$ cat config.mk
export PLATFORM = sky130hd
export DESIGN_NAME = lock_qual
export DESIGN_NICKNAME = d
export VERILOG_FILES = /design/src/rtl/lock_qual_pkg.sv /design/src/rtl/lq_bit_events.sv /design/src/rtl/lq_watchdog.sv /design/src/rtl/lq_mute.sv /design/src/rtl/lock_qual.sv
export SDC_FILE = /design/constraint.sdc
export NUM_CORES = 1
export LEC_CHECK = 0
export ABC_AREA = 1
export BUFFER_PORTS_ARGS = -buffer_cell sky130_fd_sc_hd__buf_4
export CAP_MARGIN = 20
export CORE_MARGIN = 4
export CORE_UTILIZATION = 50
export CTS_CLUSTER_DIAMETER = 80
export DETAILED_ROUTE_END_ITERATION = 6
export PLACE_DENSITY = 0.81
export SLEW_MARGIN = 20
export SYNTH_ARGS = -nofsm -noshare
export SYNTH_HDL_FRONTEND = slang
export SYNTH_HIERARCHICAL = 1
export SYNTH_SLANG_ARGS = --single-unit
$ cat constraint.sdc
create_clock -name clk_i -period 2.3 [get_ports clk_i]
set_input_delay 0.46 -clock clk_i [delete_from_list [all_inputs] [get_ports clk_i]]
set_output_delay 0.46 -clock clk_i [all_outputs]
set_load 0.005 [all_outputs]
$ cat src/rtl/lock_qual_pkg.sv
package lock_qual_pkg;
  // last two valid bits (b[0] newest) and how many are filled
  typedef struct packed {
    logic [1:0] b;
    logic [1:0] depth;
  } bit_hist_t;
endpackage

$ cat src/rtl/lq_bit_events.sv
module lq_bit_events
  import lock_qual_pkg::*;
(
  input  logic clk_i,
  input  logic rst_ni,
  input  logic data_i,
  input  logic vld_i,
  output logic trans_o,
  output logic iso_o
);
  bit_hist_t hist_q;

  always_ff @(posedge clk_i or negedge rst_ni) begin
    if (!rst_ni) begin
      hist_q <= '0;
    end else if (vld_i) begin
      hist_q.b <= {hist_q.b[0], data_i};
      if (hist_q.depth != 2'd2) hist_q.depth <= hist_q.depth + 2'd1;
    end
  end

  always_comb begin
    trans_o = vld_i && (hist_q.depth != 2'd0) && (data_i != hist_q.b[0]);
    iso_o   = vld_i && (hist_q.depth == 2'd2) &&
              (data_i == hist_q.b[1]) && (data_i != hist_q.b[0]);
  end

  // no event without a valid strobe
  a_r7_evt_needs_vld: assert property (@(posedge clk_i) disable iff (!rst_ni)
    (trans_o || iso_o) |-> vld_i);
  // an isolated bit is always also a transition
  a_r3_iso_is_trans: assert property (@(posedge clk_i) disable iff (!rst_ni)
    iso_o |-> trans_o);
endmodule

$ cat src/rtl/lq_watchdog.sv
module lq_watchdog #(
  parameter int LIM = 16
) (
  input  logic clk_i,
  input  logic rst_ni,
  input  logic evt_i,
  input  logic dec_i,
  output logic ok_o
);
  localparam int W = $clog2(LIM + 1);
  localparam logic [W-1:0] LOAD = W'(LIM);

  logic [W-1:0] cnt_q;

  always_ff @(posedge clk_i or negedge rst_ni) begin
    if (!rst_ni)                      cnt_q <= '0;
    else if (evt_i)                   cnt_q <= LOAD;   // reload wins over expiry
    else if (dec_i && cnt_q != '0)    cnt_q <= cnt_q - 1'b1;
  end

  assign ok_o = (cnt_q != '0);

  // event always leaves flag set
  a_r2_reload_sets: assert property (@(posedge clk_i) disable iff (!rst_ni)
    evt_i |=> ok_o);
  // no spontaneous revival
  a_r3_stays_low: assert property (@(posedge clk_i) disable iff (!rst_ni)
    (!ok_o && !evt_i) |=> !ok_o);
  // counter only moves down when allowed
  a_r3_hold_no_dec: assert property (@(posedge clk_i) disable iff (!rst_ni)
    (!evt_i && !dec_i) |=> $stable(cnt_q));
endmodule

$ cat src/rtl/lq_mute.sv
module lq_mute (
  input  logic clk_i,
  input  logic rst_ni,
  input  logic lock_i,
  input  logic vld_i,
  input  logic data_i,
  output logic data_o
);
  logic data_q;

  always_ff @(posedge clk_i or negedge rst_ni) begin
    if (!rst_ni)               data_q <= 1'b0;
    else if (lock_i && vld_i)  data_q <= data_i;
  end

  assign data_o = data_q;

  // frozen while unlocked
  a_r5_frozen: assert property (@(posedge clk_i) disable iff (!rst_ni)
    !lock_i |=> $stable(data_o));
endmodule

$ cat src/rtl/lock_qual.sv
module lock_qual #(
  parameter int ACT_LIM  = 32,
  parameter int HARM_LIM = 8
) (
  input  logic clk_i,
  input  logic rst_ni,
  input  logic data_i,
  input  logic bit_vld_i,
  input  logic phase_lock_i,
  input  logic sys_tick_i,
  output logic lock_o,
  output logic present_o,
  output logic harm_ok_o,
  output logic data_o
);
  logic trans_evt, iso_evt, act_ok, harm_ok, lock_q;

  lq_bit_events u_evt (
    .clk_i(clk_i), .rst_ni(rst_ni), .data_i(data_i), .vld_i(bit_vld_i),
    .trans_o(trans_evt), .iso_o(iso_evt)
  );

  lq_watchdog #(.LIM(ACT_LIM)) u_act (
    .clk_i(clk_i), .rst_ni(rst_ni), .evt_i(trans_evt), .dec_i(1'b1), .ok_o(act_ok)
  );

  lq_watchdog #(.LIM(HARM_LIM)) u_harm (
    .clk_i(clk_i), .rst_ni(rst_ni), .evt_i(iso_evt), .dec_i(sys_tick_i), .ok_o(harm_ok)
  );

  always_ff @(posedge clk_i or negedge rst_ni) begin
    if (!rst_ni) lock_q <= 1'b0;
    else         lock_q <= act_ok && harm_ok && phase_lock_i;
  end

  lq_mute u_mute (
    .clk_i(clk_i), .rst_ni(rst_ni), .lock_i(lock_q), .vld_i(bit_vld_i),
    .data_i(data_i), .data_o(data_o)
  );

  assign lock_o    = lock_q;
  assign present_o = act_ok;
  assign harm_ok_o = harm_ok;

  // lock needs phase lock one cycle earlier
  a_r1_needs_phase: assert property (@(posedge clk_i) disable iff (!rst_ni)
    lock_o |-> $past(phase_lock_i));
  // losing data presence drops lock next cycle
  a_r1_drop_on_absent: assert property (@(posedge clk_i) disable iff (!rst_ni)
    !present_o |=> !lock_o);
  // harmonic flag low drops lock next cycle
  a_r4_drop_on_harm: assert property (@(posedge clk_i) disable iff (!rst_ni)
    !harm_ok_o |=> !lock_o);
endmodule

Yosys cells after proc, flatten, opt, wreduce, memory -nomap -nowiden
Index checks and enable logic that the tools add are counted.
{"block": "classes", "n_lt_le_gt_ge": 0, "eq_ne": 4, "div_mod_pow": 0, "bitwise": 0, "mux": 4, "n_reduce_logical": 15, "n_mul": 0, "n_addsub": 3, "n_shift": 0}
{"op": "two-way mux 6 bit", "count": 2}
{"op": "logical AND 1 bit", "count": 9}
{"op": "two-way mux 4 bit", "count": 2}
{"op": "nonzero test 2 bit", "count": 3}
{"op": "nonzero test 6 bit", "count": 1}
{"op": "subtractor 6 x 1 -> 6 bit (second input constant)", "count": 1}
{"op": "nonzero test 4 bit", "count": 1}
{"op": "subtractor 4 x 1 -> 4 bit (second input constant)", "count": 1}
{"op": "adder 2 x 1 -> 2 bit (second input constant)", "count": 1}
{"op": "== test 2 bit (second input constant)", "count": 1}
{"op": "inequality test 2 bit (second input constant)", "count": 1}
{"op": "AND reduction 2 bit", "count": 1}
{"op": "== test 1 bit", "count": 1}
{"op": "inequality test 1 bit", "count": 1}
{"block": "totals", "memories": 0, "in_bits": 6, "romBits": 0, "mem_bits_rw": 0, "ff_bits": 16, "word_cells": 32, "latchBits": 0}

Longest topological paths before layout
Gate-level depths: netlist of the first run.
{"block": "logic_depth", "ltp_word": 5, "ltp_mapped": 10, "ltp_nobuf": 10}

Cells and area by module
The synthesis of the first run kept the hierarchy.
{"mod": "lq_watchdog at u_act", "cells_each": 51, "instances": 1, "area_per_inst_um2": 406.6}
{"mod": "lq_watchdog at u_harm", "cells_each": 31, "instances": 1, "area_per_inst_um2": 275.3}
{"mod": "lq_bit_events", "cells_each": 31, "instances": 1, "area_per_inst_um2": 261.5}
{"mod": "lock_qual", "cells_each": 5, "instances": 1, "area_per_inst_um2": 42.5}
{"mod": "lq_mute", "cells_each": 5, "instances": 1, "area_per_inst_um2": 41.3}

Worst setup path before layout of the first run
Ideal clock, no wire load.
{"block": "synth_path", "path_type": "register to register", "startpoint": "register u_evt/hist_q[0] (netlist name)", "endpoint": "register u_harm.cnt_q[0]", "synth_period_minus_slack_ns": 1.264, "t_required_ns": 2.181, "setup_time_ns": 0.119, "t_arrival_ns": 1.145, "setup_slack_ns": 1.036, "stages_incl_launch_ff": 10, "path_buffers": 0, "path_cell_list": "dfrtp_1 > inv_1 > ha_1 > nand2_2 > clkinv_1 > nand3_2 > nor2_2 > inv_4 > nand4_1 > o21ai_2"}
{"block": "synth_between", "elab_chain_len": 5, "elab_cells_between_ends": 6, "classes_between": "eq/ne (1); mux (1); reduce/logical (4)"}
{"item": "from (decl)", "line_no": "lq_bit_events.sv:11", "rtl": "bit_hist_t hist_q;"}
{"item": "== test 2 bit (*)", "line_no": "lq_bit_events.sv:24", "rtl": "iso_o = vld_i && (hist_q.depth == 2'd2) &&"}
{"item": "logical AND 1 bit (*) (2 in a row)", "line_no": "lq_bit_events.sv:24"}
{"item": "logical AND 1 bit (*)", "line_no": "lq_bit_events.sv:25", "rtl": "(data_i == hist_q.b[1]) && (data_i != hist_q.b[0]);"}
{"item": "named net iso_evt", "line_no": "lock_qual.sv:16", "rtl": "logic trans_evt, iso_evt, act_ok, harm_ok, lock_q;"}
{"item": "two-way mux 4 bit / nonzero test 2 bit (equally long branches)"}
{"item": "to (signal assigned)", "line_no": "lq_watchdog.sv:18", "rtl": "else if (dec_i && cnt_q != '0) cnt_q <= cnt_q - 1'b1;"}
{"item": "to (decl)", "line_no": "lq_watchdog.sv:13", "rtl": "logic [W-1:0] cnt_q;"}
Mark *: on every way through the listed nets, which the timed path passes. The rest lies on a longest branch.
A chain may end at the register's enable or synchronous reset.

Worst setup path after layout of the first run
{"block": "layout_path", "startpoint": "register u_act.cnt_q[0]", "endpoint": "output present_o"}
{"block": "layout_between", "elab_chain_len": 1}
{"item": "from (decl)", "line_no": "lq_watchdog.sv:13"}
{"item": "from (signal assigned)", "line_no": "lq_watchdog.sv:18"}
{"item": "nonzero test 6 bit", "line_no": "lq_watchdog.sv:21", "rtl": "assign ok_o = (cnt_q != '0);"}
{"item": "to (decl)", "line_no": "lock_qual.sv:12", "rtl": "output logic present_o,"}
Every way passes these cells.

==> run summary, run 1 <==
outcome: completed
RSZ-0062 raised after global routing: false
crit start category: flop
maxcap violations: 0
remaining antenna violation count after routing: 0
Pleak: 0.6167 nW
Synth async-reset ratio: 1.000
pwr dens: 1192 nW/um^2
peak supply drop: 0.5350 mV
top-area cell type share of the netlist area: 0.3898
Yosys reg bits: 16
Final Cycle Share: 0.7869
Initial Util: 0.5236
prevailing post-synth register cell: dfrtp_1
GP Congestion: 0.7307
endpoints failing setup: 0
final net count: 152
DR vias/cell: 4.892
Die ar.: 2844 um^2
area leader, netlist: dfrtp_1
fmax: 552.5 MHz
GRT Resource Usage Total: 0.1561
# diodes: 0
GRT met1 Usage: 0.1823
synthesized area: 1027 um^2
Final Slew Violations: 0
reg-to-reg endpoint: u_harm/cnt_q[1]
DRT Wirelength: 1775 um
worst reg2reg startpoint: u_evt/hist_q[0]
Crit Path Class: flop to output pin
Die Y-Extent: 53.33 um
Hold Path Class: primary input to asynchronous set/reset pin
Detailed Place HPWL: 1392 um
PortBufs: 9
clk_lat worst skew: 280 ps
Row Count: 16
core area: 1962 um^2
grt ovf: 0
post-cts gate resize count: 0
Max Root-Sink Buffers: 2
DRT Pass-1 Iters: 4
Worst Path Required: 1840 ps
largest net degree at the start of global routing: 17
CP Max Fanout: 6
Ys Warns: 6
DR iter-0 viols: 13
layout overhead on the synthesized area: 13.76%
r2r worst-path depth: 10
busiest grt layer: met2
Root Driver: clkbuf_4
Num CTS Buffers: 3
slack of the worst reg-to-reg path: 920 ps
H-tree depth: 1
placed cells: 162
layout cells sized above 1: 0.2590
initial antenna violation count: 0
Synth cell types: 26
crit path DAT: 1350 ps
worst hold slack: 21.86 ps
final hold violations: 0
IO Count: 10
global-route wire length before repair: 3243 um
DRC violation count after routing: 0
Layout Skew: 1.955 ps
syn_area_per_cell: 8.352 um^2
vias in the first global route: 790
final std cells w/o fill: 166
clk sinks: 16
number of flops mapped to enable cells by yosys: 0
M3 GR Usage: 0.03380
Vias: 812
Worst-path clk slew: 100 ps
post-synthesis sequential area ratio: 0.3898
top post-synthesis cells by area: dfrtp_1 39%, nand2_1 10%, ha_1 7.3%, nand3_1 5.8%, inv_1 5.5%
setup bufs post-CTS: 0
CP Capture Type: output pin
Layout fillers: 185
Die Span X: 53.33 um
Global Route met2 Usage: 0.2776
setup TNS: 0 ps
WL/cell: 10.69 um
# hold bufs at CTS: 0
cell count after synthesis: 123
CTS tree: built
total chip power: 1.393 mW
Final min period: 1810 ps
## cells in the final DEF, fill, tap and decap left out, drive strengths merged
cell / count
nand2: 35
inv: 18
dfrtp: 16
nand3: 15
nor2: 15
buf: 9
ha: 6
conb: 5
o21ai: 5
clkbuf: 4
nand4: 3
xor2: 3
a21oi: 2
nand3b: 1
xnor2: 1
clkinv: 1
## cell type report
cell class	instances	area, um^2	area share
inverter	19	73.82	0.06317
timing repair buffer	9	67.56	0.05782
multi-input combinational	91	556.8	0.4764
sequential	16	400.4	0.3426
tap	27	33.78	0.02891
clock buffer	4	36.28	0.03105
## power breakdown
group          internal [mW]  total (mW)  switching [mW]
combinational          0.290       0.708           0.418
clock                 0.0962       0.187          0.0906
sequential             0.399       0.498          0.0994
## stage by stage
| step | worst slack [ps] | utilization | instance area (um^2) |
|---|---|---|---|
| 3_5_place_dp | 799.7 | 0.5772 | 1132 |
| 5_1_grt | 401.4 | 0.5957 | 1169 |
| 6_report | 490.1 | 0.5957 | 1169 |
| 2_1_floorplan | 1036 | - | 1042 |
| 4_1_cts | 480.5 | 0.5957 | 1169 |
| 3_3_place_gp | 837.2 | 0.5772 | 1132 |
## sequential cells by signal, summed over array words and instances (netlist names)
name / cells
u_evt/hist_q: 4
u_act/cnt_q: 6
u_harm/cnt_q: 4
u_mute/data_o: 1
lock_o: 1
## cells in the mapped netlist (2+ instances only)
cell type	instances
nand2_4	5
nand3_1	12
inv_1	15
dfrtp_1	16
ha_1	6
xor2_1	2
o21ai_2	3
nand2_2	2
nor2_1	9
nand2_1	28
nand4_1	3
a21oi_1	2
nand3_2	2
inv_2	2
nor2_2	5
## metal layers
| layer | share of wire | wire [um] |
|---|---|---|
| met5 | 0 | 0 |
| met3 | 0.036 | 64 |
| met1 | 0.45 | 801 |
| met2 | 0.50 | 890 |
| met4 | 0.011 | 19 |
## worst max-delay path by stage
stage                                from               to  slack, ps
after floorplan           u_evt/hist_q[0]  u_harm/cnt_q[0]       1040
after global placement     u_act/cnt_q[0]        present_o        840
after detailed placement   u_act/cnt_q[0]        present_o        800
after CTS                  u_act/cnt_q[0]        present_o        480
after global routing       u_act/cnt_q[0]        present_o        400
final                      u_act/cnt_q[0]        present_o        490
## cells by family (layout without fill, tap and decap cells)
group,count (synthesis),count (layout),share of synthesized area
flops,16,16,0.3898
fa+ha+maj,6,6,0.07308
buf+inv,20,32,0.08282
compound gates,7,7,0.04506
simple gates,69,69,0.3642
xor+xnor,4,4,0.04142
other cells,1,5,0.003651
## critical path, cell delays in order, from the launching register on
cell,delay [ps]
dfrtp_1,390
inv_1,160
ha_1,230
nand3_4,130
buf_4,160
(Power assumes the default switching activity.)
==> inputs of run 2 (changes only) <==
- ABC_AREA: 1 -> 0
- PLACE_DENSITY: 0.81 -> 0.84
- clock period: 2.3 -> 1.65 ns (I/O delays scaled with it)
==> run 2 against run 1 <==
- the run now ends with setup timing left
- critical endpoint is now harm_ok_o
- worst setup slack got worse by 510 ps
- routed wire length rose by 9.4%
- area after synthesis fell by 11%
- critical path type unchanged
- largest power group unchanged
==> run summary, run 2 <==
XOR/XNOR Fraction of Synth Area: 0.01907 (-0.02234)
Die ar.: 2586 um^2 (-9.0%)
synthesized area: 918.4 um^2 (-11%)
pwr dens: 1653 nW/um^2 (+39%)
simple-gate share of the synthesized area: 0.2480 (-0.1162)
post-synthesis sequential area ratio: 0.4360 (+0.04620)
final net count: 137 (-9.9%)
Initial Util: 0.5319 (+0.008287)
Pleak: 0.5648 nW (-8.4%)
maxcap violations: 0 (unchanged)
DRT Pass-1 Iters: 5 (+1)
Worst-path clk slew: 80 ps (-20 ps)
most frequent cells in the layout: 20 x buf_4, 16 x dfrtp_1, 8 x conb_1, 8 x nor2_1, 6 x nand2_1
failing checks: setup timing
cell family with most CP delay: flip-flops
Row Count: 15 (-1)
Max Root-Sink Buffers: 2 (unchanged)
Worst Path Required: 1320 ps (-520 ps)
remaining antenna violation count after routing: 0 (unchanged)
Final min period: 1669 ps
layout cells sized above 1: 0.3333 (+0.07434)
syn_area_per_cell: 9.982 um^2 (+20%)
Detailed Place HPWL: 1306 um (-6.2%)
Ys Warns: 6 (unchanged)
Top reg by flops: u_act/cnt_q
prevailing post-synth register cell: dfrtp_1
Synth async-reset ratio: 1.000 (unchanged)
DR vias/cell: 5.095 (+4.2%)
global-route wire length before repair: 3387 um (+4.4%)
final core utilization: 0.7051 (+0.1094)
top post-synthesis cells by area: dfrtp_1 44%, ha_1 8.2%, mux2_1 3.7%, inv_1 3.3%, nor2_1 3.3%
Top Registers: u_act/cnt_q (6), u_evt/hist_q (4), u_harm/cnt_q (4)
Most common cell on crit path: inv_2
CP Capture Type: output pin
crit start category: flop
Die Span X: 50.86 um (-4.6%)
cell with the most instances after synthesis: dfrtp_1
Root Driver: clkbuf_4
adder-cell share of the synthesized area: 0.08174 (+0.008662)
H-tree depth: 1 (unchanged)
clk sinks: 16 (unchanged)
peak supply drop: 0.8851 mV (+65%)
mux cell area share after synthesis: 0.08856 (+0.08856)
# diodes: 0 (unchanged)
Synth top cells by count: 16 x dfrtp_1, 8 x inv_1, 8 x nor2_1, 7 x nand2_1, 6 x ha_1
most common cell after layout, fill and taps aside: buf_4
total chip power: 2.012 mW (+44%)
DR iter-0 viols: 11 (-2)
clk_lat worst skew: 270 ps (about the same)
fmax: 599.3 MHz
Largest register FFs: 6 (unchanged)
endpoints failing setup: 2 (+2)
DRT Wirelength: 1941 um (+9.4%)
Num CTS Buffers: 3 (unchanged)
CP bufs+invs: 3 (+1)
top-area cell type share of the netlist area: 0.4360 (+0.04620)
cell count after synthesis: 92 (-25%)
CP Max Fanout: 3 (-3)
Final Cycle Share: 1.011
crit path DAT: 1340 ps (about the same)
largest net degree at the start of global routing: 17 (unchanged)
initial antenna violation count: 0 (unchanged)
GRT Resource Usage Total: 0.1728 (+0.01674)
grt ovf: 0 (unchanged)
Crit Path Class: flop to output pin
layout overhead on the synthesized area: 32.56%
area leader, netlist: dfrtp_1
setup ws final: -18.69 ps (-508.8 ps)
Hold Path Class: primary input to flop
Final Slew Violations: 0 (unchanged)
Slowest-stage cell, CP: dfrtp_1
Synth cell types: 36 (+38%)
DRC violation count after routing: 0 (unchanged)
vias in the first global route: 816 (+3.3%)
Die Y-Extent: 50.86 um (-4.6%)
number of flops mapped to enable cells by yosys: 0 (unchanged)
RSZ-0062 raised after global routing: true
PortBufs: 9 (unchanged)
Vias: 754 (-7.1%)
WL/cell: 13.11 um (+23%)
Yosys reg bits: 16 (unchanged)
IO Count: 10 (unchanged)
CTS tree: built
slowest stage delay, CP: 410 ps (+20 ps)
final hold violations: 0 (unchanged)
outcome: finished with violations
combinational family with the most area after synthesis: simple AND/OR/NAND/NOR gates
Compound-Gate Fraction of Synth Area: 0.08583 (+0.04076)
crit-path cells: inv_2 -> ha_4 -> nor3b_4 -> inv_2 -> buf_6
Layout fillers: 119 (-36%)
slack of the worst reg-to-reg path: -10 ps (-930 ps)
core area: 1727 um^2 (-12%)
Layout Skew: 5.708 ps (+3.753 ps)
GP Congestion: 0.8110 (+11%)
## run 2: kinds of logic (layout without fill, tap and decap cells)
group                      count (synthesis)  in the layout
muxes                                      7              7
AOI/OAI and AO/OA                         12             12
xor gates and xnor gates                   2              2
buffers and inverters                      9             33
DFF                                       16             16
other                                      1              8
and+or+nand+nor                           39             39
adders and majority gates                  6              6
## run 2: timing repair
action,4_1_cts,5_1_grt
pin swaps,0,1
hold buffers,1,0
setup endpoints to repair,4,3
resized for setup,13,3
hold endpoints to repair,16,0
cloned,0,0
setup buffers,8,2
## run 2: area by class of cell
type | count | area [um^2] | area share
multi-input combinational | 74 | 561.8 | 0.4615
sequential | 16 | 400.4 | 0.3289
timing repair buffer | 22 | 171.4 | 0.1408
tap | 25 | 31.28 | 0.02569
inverter | 8 | 30.03 | 0.02467
clock buffer | 3 | 22.52 | 0.01850
## run 2: metal layers
metal / wire, um / vias up / share of wire / GRT usage
met5: 0 / - / 0 / 0
met4: 23 / 0 / 0.012 / 0.05381
met2: 986 / 20 / 0.51 / 0.3217
li1: - / 373 / - / -
met3: 76 / 4 / 0.039 / 0.04082
met1: 855 / 357 / 0.44 / 0.1925
## run 2: final timing paths
kind,start,cells after the start,to
worst max-delay path,u_harm/cnt_q[1],5,harm_ok_o
max in group asynchronous,rst_ni,2,u_harm/cnt_q[2]
min in group asynchronous,rst_ni,2,u_mute/data_o
worst min register to register,u_evt/hist_q[3],1,u_evt/hist_q[3]
worst min-delay path,phase_lock_i,2,lock_o
worst max register to register,u_harm/cnt_q[1],9,lock_o
## run 2: metrics by stage
step | TNS [ps] | hold slack [ps] | worst slack, ps | std cells | instance area (um^2)
4_1_cts | -8.729 | 298.0 | -8.729 | 146 | 1199
3_3_place_gp | 0 | 201.3 | 97.73 | 134 | 1055
5_1_grt | -188.3 | 313.2 | -77.02 | 148 | 1217
2_1_floorplan | 0 | 34.41 | 190.4 | 99 | 944.7
3_5_place_dp | -6.222 | 201.5 | -6.222 | 134 | 1055
6_report | -32.45 | 305.6 | -18.69 | 148 | 1217
## run 2: power breakdown
| group | total, mW | internal (mW) | switching (mW) | leakage [nW] |
|---|---|---|---|---|
| Combinational | 1.08 | 0.600 | 0.478 | 0.359 |
| Clock | 0.197 | 0.0844 | 0.112 | 0.0138 |
| Sequential | 0.738 | 0.565 | 0.173 | 0.192 |
| Total | 2.01 | 1.25 | 0.763 | 0.565 |
